`src/rtl/rfsh_pkg.sv`:
```
package rfsh_pkg;
    localparam int CNT_W   = 9;
    localparam int DATA_W  = 16;
    localparam int EN_BIT  = DATA_W - 1;
    localparam int PAD_W   = EN_BIT - CNT_W;

    typedef logic [CNT_W-1:0]  cnt_t;
    typedef logic [DATA_W-1:0] word_t;

    typedef enum logic {
        SEL_PERIOD = 1'b0,
        SEL_CTRL   = 1'b1
    } reg_sel_e;

    typedef struct packed {
        logic reload;
        logic stop;
    } cnt_cmd_t;

    function automatic word_t pack_period(cnt_t p);
        return {{(DATA_W-CNT_W){1'b0}}, p};
    endfunction

    function automatic word_t pack_ctrl(logic en, cnt_t c);
        return {en, {PAD_W{1'b0}}, c};
    endfunction
endpackage

```
`src/rtl/rfsh_regfile.sv`:
```
module rfsh_regfile
    import rfsh_pkg::*;
(
    input  logic     clk,
    input  logic     rst,
    input  logic     wr,
    input  reg_sel_e sel,
    input  word_t    wdata,
    output cnt_t     period,
    output logic     enabled,
    output cnt_cmd_t cmd
);
    logic unused_wbits;
    assign unused_wbits = ^wdata[EN_BIT-1:CNT_W];

    logic ctrl_wr;
    assign ctrl_wr    = wr && (sel == SEL_CTRL);
    assign cmd.reload = ctrl_wr &&  wdata[EN_BIT];
    assign cmd.stop   = ctrl_wr && !wdata[EN_BIT];

    always_ff @(posedge clk) begin
        if (rst) begin
            period  <= '0;
            enabled <= 1'b0;
        end else begin
            if (wr && sel == SEL_PERIOD) period <= wdata[CNT_W-1:0];
            if (ctrl_wr) enabled <= wdata[EN_BIT];
        end
    end
endmodule

```
`src/rtl/rfsh_downcnt.sv`:
```
module rfsh_downcnt
    import rfsh_pkg::*;
(
    input  logic     clk,
    input  logic     rst,
    input  logic     enabled,
    input  cnt_cmd_t cmd,
    input  cnt_t     period,
    output cnt_t     count,
    output logic     due
);
    localparam cnt_t ONE = cnt_t'(1);

    assign due = enabled && !cmd.reload && !cmd.stop && (count == ONE);

    always_ff @(posedge clk) begin
        if (rst || cmd.stop) begin
            count <= '0;
        end else if (cmd.reload || due) begin
            count <= period;
        end else if (enabled) begin
            count <= count - ONE;
        end
    end
endmodule

```
`src/rtl/rfsh_req_hold.sv`:
```
module rfsh_req_hold (
    input  logic clk,
    input  logic rst,
    input  logic due,
    input  logic ack,
    output logic req,
    output logic dropped
);
    always_ff @(posedge clk) begin
        if (rst) begin
            req     <= 1'b0;
            dropped <= 1'b0;
        end else begin
            dropped <= due && req && !ack;
            if (due)      req <= 1'b1;
            else if (ack) req <= 1'b0;
        end
    end
endmodule

```
`src/rtl/rfsh_req_timer.sv`:
```
module rfsh_req_timer
    import rfsh_pkg::*;
(
    input  logic              clk,
    input  logic              rst,
    input  logic              reg_wr,
    input  logic              reg_rd,
    input  logic              reg_sel,
    input  logic [DATA_W-1:0] reg_wdata,
    input  logic              svc_ack,
    output logic              rfsh_req,
    output logic              req_dropped,
    output logic [DATA_W-1:0] reg_rdata
);
    cnt_t     period_q;
    cnt_t     cnt_q;
    logic     en_q;
    logic     due;
    cnt_cmd_t cmd;
    reg_sel_e sel;

    assign sel = reg_sel_e'(reg_sel);

    rfsh_regfile u_regs (
        .clk(clk), .rst(rst), .wr(reg_wr), .sel(sel), .wdata(reg_wdata),
        .period(period_q), .enabled(en_q), .cmd(cmd)
    );

    rfsh_downcnt u_cnt (
        .clk(clk), .rst(rst), .enabled(en_q), .cmd(cmd), .period(period_q),
        .count(cnt_q), .due(due)
    );

    rfsh_req_hold u_req (
        .clk(clk), .rst(rst), .due(due), .ack(svc_ack),
        .req(rfsh_req), .dropped(req_dropped)
    );

    always_comb begin
        if (!reg_rd)                reg_rdata = '0;
        else if (sel == SEL_PERIOD) reg_rdata = pack_period(period_q);
        else                        reg_rdata = pack_ctrl(en_q, cnt_q);
    end
endmodule

```
`config.mk`:
```
export PLATFORM = sky130hd
export DESIGN_NAME = rfsh_req_timer
export DESIGN_NICKNAME = d
export VERILOG_FILES = /design/src/rtl/rfsh_pkg.sv /design/src/rtl/rfsh_regfile.sv /design/src/rtl/rfsh_downcnt.sv /design/src/rtl/rfsh_req_hold.sv /design/src/rtl/rfsh_req_timer.sv
export SDC_FILE = /design/constraint.sdc
export NUM_CORES = 1
export LEC_CHECK = 0
export BUFFER_PORTS_ARGS = -buffer_cell sky130_fd_sc_hd__buf_2
export CAP_MARGIN = 20
export CORE_UTILIZATION = 40
export CTS_CLUSTER_DIAMETER = 50
export DETAILED_ROUTE_END_ITERATION = 16
export PLACE_DENSITY = 0.68
export RECOVER_POWER = 100
export SLEW_MARGIN = 15
export SYNTH_ARGS = -nofsm -noshare
export SYNTH_HDL_FRONTEND = slang
export SYNTH_SLANG_ARGS = --single-unit
```
`constraint.sdc`:
```
create_clock -name clk -period 2.5 [get_ports clk]
set_clock_uncertainty 0.1 [all_clocks]
set_input_delay 0.125 -clock clk [delete_from_list [all_inputs] [get_ports clk]]
set_output_delay 0.125 -clock clk [all_outputs]
set_load 0.01 [all_outputs]
```
==> impl_metrics.json, run 1 <==
{
  "status": "completed",
  "synth-seq-cells": 21,
  "start_util": 0.4251,
  "die_h_um": 56.37,
  "dr.first_iter.drc_count": 31,
  "finalCritPeriodShare": 0.8590,
  "route.met2.wl_um": 1502,
  "met1_length_um": 1202,
  "tightestPinTransition_ns": 0.8802,
  "hold_viol": 0,
  "crit_arrival_ns": 2.23,
  "r2r_end": "u_cnt.count[6]$_SDFFE_PP0P_",
  "drv_cap": 0,
  "die_area_mm2": 0.003178,
  "cts.sinks": 21,
  "critPathSlowestCell": "or4_1",
  "critPathMaxFanout": 10,
  "area_growth_pct": 22.12,
  "cts_buffer_depth": 2,
  "overflow": 0,
  "syn_inst": 145,
  "max_freq_mhz": 465.7,
  "ys.warnings.count": 0,
  "seqPwrFrac": 0.534,
  "tns_ns": 0,
  "min_path_cells": 2,
  "portBuffers": 27,
  "clock_power_share": 0.244,
  "track_usage": 0.1937,
  "ant_nets": 0,
  "drtPass1Iterations": 4,
  "drt-total-wl_um": 2849,
  "ff2ff_path_depth": 4,
  "combPwrFrac": 0.223,
  "numCtsBuffers": 3,
  "route.met3.wl_um": 121,
  "cts_setup_buffers": 0,
  "ys_types": 32,
  "die_w_um": 56.37,
  "rows": 19,
  "final_cells": 213,
  "hold_class": "input pin to flop",
  "fin_crit_ns": 2.147,
  "antenna_cells": 0,
  "power_leakage_uw": 0.0005786,
  "p_switching_uw": 219.6,
  "grt_pass1_wl_um": 4892,
  "cp_top_family": "simple AND/OR/NAND/NOR gates",
  "worstReg2RegStart": "u_cnt.count[4]$_SDFFE_PP0P_",
  "fillers": 268,
  "timing_worst_setup_path_type": "flop to flop",
  "dp_cells": 195,
  "layout-drive-gt1-share": 0.1044,
  "antenna_found_initial": 0,
  "slowest_delay_ns": 0.64,
  "highest_layer": "met4",
  "ir_worst_vdd_mv": 0.3388,
  "cp-start-kind": "flop",
  "slew_violations": 0,
  "place.gp.congestion": 0.8508,
  "netlist.area_leader.share": 0.3556,
  "reg2reg_slack_ns": 0.35,
  "synth_area_leader_cell": "dfxtp_1",
  "root_buffer": "clkbuf_4",
  "wl_per_cell_um": 13.38,
  "cpMostUsedCell": "or4_1",
  "internal-power_uw": 492.9,
  "holdPathEnd": "u_regs.period[5]$_SDFFE_PP0P_",
  "cts_tree": "done",
  "cts.clk_slew.worst_paths_ns": 0.13,
  "crit_buf_inv": 0,
  "netlist_area_mm2": 0.001182,
  "boundaryPins": 40,
  "drc_errors": 0,
  "synth-async-reset-ratio": 0,
  "utilization": 0.5191,
  "hp-start": "rst",
  "p_sw_frac": 0.3082,
  "routed_via_density": 5.230,
  "critPathCaptureType": "flop",
  "setup_violations": 0,
  "vias": 1114,
  "rsz0062_at_grt": "false",
  "synth_flop_cell": "dfxtp_1",
  "hpwl_um": 1860,
  "clkLatencyLatePin_ns": 0.32,
  "core_area_mm2": 0.002781,
  "power_density_mw_per_mm2": 493.5,
  "grt_pass1_vias": 1077,
  "avgSynthCellArea_um2": 8.154,
  "synth_seq_area_share": 0.3556,
  "grt_max_degree": 15,
  "slew_headroom": 0.4132,
  "htreeDepth": 1,
  "design_area_mm2": 0.001444,
  "placed_cell_area_mm2": 0.001300,
  "nets": 207,
  "crit_chain": "or4_1 -> or4_1 -> a21oi_1 -> a211oi_1",
  "cp_data_required_time_ns": 2.59,
  "synth_edf_count": 0,
  "synthTopCellsByArea": "dfxtp_1, a21oi_1, mux2i_1"
}
power by group through the flow:
| stage | clock, uW | sequential (uW) | combinational [uW] |
|---|---|---|---|
| floorplan | 0 | 381 | 116 |
| global placement | 0 | 387 | 142 |
| detailed placement | 0 | 388 | 145 |
| CTS | 174 | 381 | 163 |
| global route | 194 | 386 | 177 |
| finish | 174 | 380 | 159 |
how the worst max path moves through the flow:
stage                           startpoint                          end  slack, ns  depth (start not counted)
2_1_floorplan  u_cnt.count[4]$_SDFFE_PP0P_  u_cnt.count[0]$_SDFFE_PP0P_       0.64                          5
3_3_place_gp   u_cnt.count[4]$_SDFFE_PP0P_  u_cnt.count[6]$_SDFFE_PP0P_       0.59                          4
3_5_place_dp   u_cnt.count[4]$_SDFFE_PP0P_  u_cnt.count[5]$_SDFFE_PP0P_       0.58                          4
4_1_cts        u_cnt.count[4]$_SDFFE_PP0P_  u_cnt.count[5]$_SDFFE_PP0P_       0.55                          4
5_1_grt        u_cnt.count[4]$_SDFFE_PP0P_  u_cnt.count[5]$_SDFFE_PP0P_       0.26                          4
6_report       u_cnt.count[4]$_SDFFE_PP0P_  u_cnt.count[6]$_SDFFE_PP0P_       0.35                          4
cells in the mapped netlist, types with 3 or more instances:
| cell | number |
|---|---|
| a21oi_1 | 19 |
| inv_1 | 3 |
| nand2_1 | 21 |
| clkbuf_1 | 6 |
| nand2b_1 | 4 |
| xnor2_1 | 5 |
| nor4_1 | 3 |
| a211oi_1 | 7 |
| nor2b_1 | 10 |
| dfxtp_1 | 21 |
| nor2_1 | 5 |
| mux2i_1 | 9 |
| buf_4 | 6 |
kinds of logic (layout without fill, tap and decap cells):
logic type / count (synthesis) / in the layout / synth area share
buffers and inverters: 17 / 49 / 0.07936
xor gates and xnor gates: 7 / 7 / 0.05185
muxes: 9 / 9 / 0.07619
DFF: 21 / 21 / 0.3556
AOI/OAI and AO/OA: 31 / 31 / 0.1513
other: 1 / 6 / 0.003172
adders and majority gates: 2 / 2 / 0.02116
and+or+nand+nor: 57 / 57 / 0.2614
layout make-up:
type / count / area (um2) / area share
multi-input cells: 112 / 679.4 / 0.4705
clock inverters: 1 / 5.005 / 0.003466
clock buffers: 3 / 22.52 / 0.01560
flip-flops and latches: 21 / 420.4 / 0.2912
repair buffers: 42 / 266.5 / 0.1846
well taps: 31 / 38.79 / 0.02686
inverters: 3 / 11.26 / 0.007799
layout by cell type, fill, tap and decap left out, types with 3 or more instances in the layout:
cell,Yosys,routed
dfxtp_1,21,21
buf_2,0,14
dlygate4sd3_1,0,14
nand2_1,21,21
a211oi_1,7,7
inv_1,3,3
or4_1,2,4
mux2i_1,9,9
clkbuf_1,6,13
xnor2_1,5,5
clkbuf_4,0,3
nor4_1,3,3
nand2b_1,4,4
nor2_1,5,5
a21oi_1,19,19
conb_1,1,6
nor2b_1,10,10
timing repair:
action	4_1_cts	5_1_grt
hold endpoints to repair	10	0
hold buffers	14	0
gates resized for setup	0	0
flip-flops by register name, summed over array words and instances, names as in the netlist:
register / count
u_req.dropped: 1
u_regs.enabled: 1
u_regs.period: 9
u_cnt.count: 9
u_req.req: 1
stage by stage:
| step | worst slack (ns) | hold WS, ns | power (uW) |
|---|---|---|---|
| 6_report | 0.3526 | 0.009192 | 712.5 |
| 2_1_floorplan | 0.6374 | 0.1029 | 497.6 |
| 3_5_place_dp | 0.5757 | 0.2698 | 533.4 |
| 5_1_grt | 0.2632 | 0.03375 | 756.6 |
| 3_3_place_gp | 0.5888 | 0.2661 | 529.2 |
| 4_1_cts | 0.5464 | 0.001939 | 717.6 |
metal layers:
metal | global-route usage | up-vias
met5 | 0 | -
met4 | 0.04878 | 0
met3 | 0.03687 | 2
met2 | 0.3435 | 34
met1 | 0.2397 | 510
li1 | - | 568
(Power assumes the default switching activity.)
==> inputs of run 2 (changes only) <==
Clock period 2.5 ns to 2.8 ns, I/O delays scaled along.
==> run 2 against run 1 <==
Against the previous run:
- final cell count shrank 2.3%
- clock power down 14%
- highest routed layer unchanged
- sequential share of layout area up 0.91 points
- critical path depth is the same
- sequential power decreased by 10%
- flip-flop and latch count is the same
- via count fell by 2.8%
- critical path type unchanged
- combinational power shrank 14%
- final area decreased by 3.0%
==> impl_metrics.json, run 2 (same netlist as run 1, synthesis figures left out) <==
{
  "layout_common_cells": "nand2_1, dfxtp_1, a21oi_1, buf_2, clkbuf_1",
  "area_growth_pct": 18.41,
  "cp-start-kind": "flop",
  "cts.sinks": 21,
  "cts_buffer_depth": 2,
  "htreeDepth": 1,
  "ir_worst_vdd_mv": 0.3636,
  "total_power_uw": 627.1,
  "hold_class": "input pin to flop",
  "design_area_mm2": 0.001400,
  "boundaryPins": 40,
  "place.gp.congestion": 0.8541,
  "rsz0062_at_grt": "false",
  "power_leakage_uw": 0.0005474,
  "utilization": 0.5034,
  "max_freq_mhz": 449.2,
  "routed_via_density": 5.207,
  "antenna_found_initial": 0,
  "setup_violations": 0,
  "power_density_mw_per_mm2": 447.9,
  "die_area_mm2": 0.003178,
  "cts-resized-gates": 0,
  "grt_max_degree": 15,
  "drc_errors": 0,
  "clkLatencyLatePin_ns": 0.31,
  "slew_headroom": 0.4290,
  "grt_pass1_wl_um": 4416,
  "portBuffers": 27,
  "cts.clk_slew.worst_paths_ns": 0.13,
  "layout-drive-gt1-share": 0.1073,
  "root_buffer": "clkbuf_4",
  "slew_violations": 0,
  "antenna_cells": 0,
  "tns_ns": 0,
  "placed_cell_area_mm2": 0.001292,
  "start_util": 0.4251,
  "track_usage": 0.1764,
  "critPathCaptureType": "flop",
  "drtPass1Iterations": 4,
  "status": "completed",
  "finalCritPeriodShare": 0.7951,
  "cts_tree": "done",
  "vias": 1083,
  "rows": 19,
  "drt-total-wl_um": 2625,
  "reg_top3": "u_cnt.count: 9 flops, u_regs.period: 9 flops",
  "hold_viol": 0,
  "fin_crit_ns": 2.226,
  "ant_nets": 0,
  "cp_data_required_time_ns": 2.88,
  "numCtsBuffers": 3,
  "hpwl_um": 1895,
  "wl_per_cell_um": 12.62,
  "grt_pass1_vias": 1030,
  "die_w_um": 56.37,
  "dr.first_iter.drc_count": 21,
  "drv_cap": 0,
  "whs_ns": 0.02423,
  "core_area_mm2": 0.002781,
  "nets": 202,
  "cts_setup_buffers": 0,
  "die_h_um": 56.37,
  "critPathMaxFanout": 11,
  "crit_arrival_ns": 2.31,
  "tightestPinTransition_ns": 0.8565,
  "overflow": 0,
  "timing_worst_setup_path_type": "flop to flop"
}
[run 2: final timing paths]
kind	start	endpoint	slack (ns)	cells past startpoint
worst min register to register	u_req.req$_SDFFE_PP0P_	u_req.dropped$_SDFF_PP0_	0.38	2
worst max-delay path	u_regs.enabled$_SDFFE_PP0N_	u_cnt.count[4]$_SDFFE_PP0P_	0.57	4
worst min-delay path	rst	u_regs.period[0]$_SDFFE_PP0P_	0.02	2
worst max register to register	u_regs.enabled$_SDFFE_PP0N_	u_cnt.count[4]$_SDFFE_PP0P_	0.57	4
[run 2: repair_timing]
action                                 CTS  global route
setup endpoints to repair                0             0
endpoints found under the hold margin   10             0
hold buffers                            10             0
[run 2: worst max-delay path, cell delays in order (launching register included)]
cell,delay [ns]
dfxtp_1,0.55
or3b_1,0.47
or4_1,0.70
a21oi_1,0.22
a211oi_1,0.06
[run 2: per-layer routing]
layer / global-route usage / share of wire / vias to the layer above
met5: 0 / 0 / -
met4: 0.06272 / 0.011 / 0
met3: 0.03226 / 0.050 / 4
met2: 0.3129 / 0.51 / 37
met1: 0.2116 / 0.43 / 486
li1: - / - / 556
[run 2: layout make-up]
| type | count | area (um2) |
|---|---|---|
| well taps | 31 | 38.79 |
| fillers | 265 | 1381 |
| repair buffers | 37 | 219.0 |
| flip-flops and latches | 21 | 420.4 |
| clock inverters | 1 | 5.005 |
| multi-input cells | 112 | 683.2 |
| clock buffers | 3 | 22.52 |
| inverters | 3 | 11.26 |
[run 2: through the flow]
step | setup WS [ns] | std cells
after floorplan | 0.9374 | 150
after global placement | 0.7825 | 194
after detailed placement | 0.7528 | 194
after CTS | 0.7288 | 208
after global routing | 0.4510 | 208
final | 0.5737 | 208
[run 2: power by group]
part,total (uW),switching (uW),internal (uW)
Combinational,136,68.4,67.6
Sequential,342,24.2,318
Clock,149,95.7,53.3
==> inputs of run 3 (changes only) <==
Settings changed: PLACE_DENSITY 0.68 to 0.7.
Clock period 2.8 ns to 1.85 ns, I/O delays scaled along.
==> run 3 against run 2 <==
Against the previous run:
- the run now ends with setup timing left
- sequential power up 48%
- hold slack better by 0.18 ns
- sequential share of layout area down 4.0 points
- via count up 11%
- clock power up 51%
- combinational power up 98%
- register-to-register slack worse by 0.58 ns
- power up 60%
- largest cell class unchanged
==> impl_metrics.json, run 3 (same netlist as run 1, synthesis figures left out) <==
{
  "grt_max_degree": 14,
  "hold_class": "input pin to flop",
  "use_met2": 0.3588,
  "wl_per_cell_um": 13.06,
  "tightestPinTransition_ns": 0.5213,
  "die_h_um": 56.37,
  "dr.first_iter.drc_count": 34,
  "portBuffers": 27,
  "antenna_cells": 0,
  "track_usage": 0.2071,
  "dp_cells": 203,
  "start_util": 0.4251,
  "boundaryPins": 40,
  "die_area_mm2": 0.003178,
  "critPathMaxFanout": 5,
  "overflow": 0,
  "hpwl_um": 1977,
  "fin_ws_ns": -0.002366,
  "nets": 223,
  "clkLatencyLatePin_ns": 0.30,
  "clock_power_share": 0.225,
  "fillers": 247,
  "slowest_delay_ns": 0.57,
  "power_leakage_uw": 0.0006792,
  "drv_cap": 0,
  "vias": 1203,
  "cp_data_required_time_ns": 1.94,
  "p_sw_frac": 0.3034,
  "crit_chain": "or4_4 -> or4_4 -> a21oi_1 -> a211oi_1",
  "fin_crit_ns": 1.852,
  "layout-drive-gt1-share": 0.2273,
  "antenna_found_initial": 0,
  "slew_headroom": 0.6518,
  "crit_arrival_ns": 1.94,
  "reg_top3": "u_cnt.count: 9 flops, u_regs.period: 9 flops",
  "area_growth_pct": 37.67,
  "root_buffer": "clkbuf_4",
  "hold_viol": 0,
  "cts_buffer_depth": 2,
  "die_w_um": 56.37,
  "htreeDepth": 1,
  "crit_start": "u_cnt.count[7]$_SDFFE_PP0P_",
  "violations": "setup timing",
  "tns_ns": -0.002366,
  "max_freq_mhz": 539.9,
  "cts.clk_slew.worst_paths_ns": 0.12,
  "status": "finished, violations left",
  "cts.sinks": 21,
  "routed_via_density": 5.253,
  "place_ws_ns": -0.04369,
  "finalCritPeriodShare": 1.001,
  "core_area_mm2": 0.002781,
  "critPathCaptureType": "flop",
  "cts_tree": "done",
  "timing_worst_setup_path_type": "flop to flop",
  "total_power_uw": 1002,
  "layout_common_cells": "nand2_1, dlygate4sd3_1, buf_2, dfxtp_1, a21oi_1",
  "drtPass1Iterations": 4,
  "grt_pass1_vias": 1158,
  "drt-total-wl_um": 2991,
  "met1_usage": 0.2611,
  "rows": 19,
  "slew_violations": 0,
  "use_met3": 0.02995,
  "numCtsBuffers": 3,
  "internal-power_uw": 697.8,
  "hp-start": "reg_wr",
  "combPwrFrac": 0.269,
  "cp-start-kind": "flop",
  "final_cells": 229,
  "p_switching_uw": 303.9,
  "drc_errors": 0,
  "critPathSlowestCell": "or4_4",
  "whs_ns": 0.2029,
  "grt-busiest-layer": "met2",
  "seqPwrFrac": 0.506,
  "grt_pass1_wl_um": 5237,
  "setup_violations": 1,
  "worstReg2RegStart": "u_cnt.count[7]$_SDFFE_PP0P_",
  "rsz0062_at_grt": "true",
  "cpMostUsedCell": "or4_4",
  "power_density_mw_per_mm2": 615.4,
  "ant_nets": 0,
  "final_common_cell": "nand2_1",
  "ir_worst_vdd_mv": 0.4965,
  "place.gp.congestion": 0.9045
}
## run 3: cell types whose count changed in the layout (fill, tap and decap cells not counted), sizes merged
cell         previous run  this run
dlygate4sd3            10        20
or4                     4         5
buf                    14        24
## run 3: power groups by stage
stage | Sequential, uW | Combinational [uW] | Clock [uW]
6_report | 507 | 269 | 225
5_1_grt | 512 | 297 | 253
4_1_cts | 504 | 266 | 231
3_5_place_dp | 515 | 230 | 0
3_3_place_gp | 513 | 224 | 0
2_1_floorplan | 515 | 157 | 0
## run 3: what timing repair did
action | 4_1_cts | 5_1_grt
pin swaps | 0 | 4
gates resized for setup | 3 | 11
endpoints found under the hold margin | 11 | 0
setup endpoints to repair | 7 | 11
hold buffers | 20 | 0
buffers inserted | 1 | 0
cloned | 1 | 0
## run 3: per-layer routing
| metal | share of wire | up-vias |
|---|---|---|
| met2 | 0.49 | 38 |
| met3 | 0.063 | 6 |
| met1 | 0.43 | 557 |
| met4 | 0.011 | 0 |
| li1 | - | 602 |
| met5 | 0 | - |
## run 3: metrics by stage
step	util	cell area, um2
5_1_grt	0.5852	1628
3_5_place_dp	0.4890	1360
6_report	0.5852	1628
2_1_floorplan	-	1201
3_3_place_gp	0.4890	1360
4_1_cts	0.5812	1617
## run 3: final cells by class
| cell class | count | area (um2) | area share |
|---|---|---|---|
| flip-flops and latches | 21 | 422.9 | 0.2598 |
| clock inverters | 1 | 5.005 | 0.003075 |
| inverters | 3 | 11.26 | 0.006918 |
| well taps | 31 | 38.79 | 0.02383 |
| clock buffers | 3 | 22.52 | 0.01384 |
| multi-input cells | 113 | 737.0 | 0.4527 |
| repair buffers | 57 | 390.4 | 0.2398 |
## run 3: worst paths after layout
| check | slack [ns] | cells after the start | to |
|---|---|---|---|
| max | -0.002 | 4 | u_cnt.count[0]$_SDFFE_PP0P_ |
| min | 0.20 | 4 | u_regs.enabled$_SDFFE_PP0N_ |
| max reg2reg | -0.002 | 4 | u_cnt.count[0]$_SDFFE_PP0P_ |
| min reg2reg | 0.42 | 2 | u_cnt.count[1]$_SDFFE_PP0P_ |
## run 3: worst max-delay path: cells and delay by family, from the launching register on
family	cells	cell delay (ns)
compound gates	2	0.23
flops	1	0.34
simple gates	2	1.06
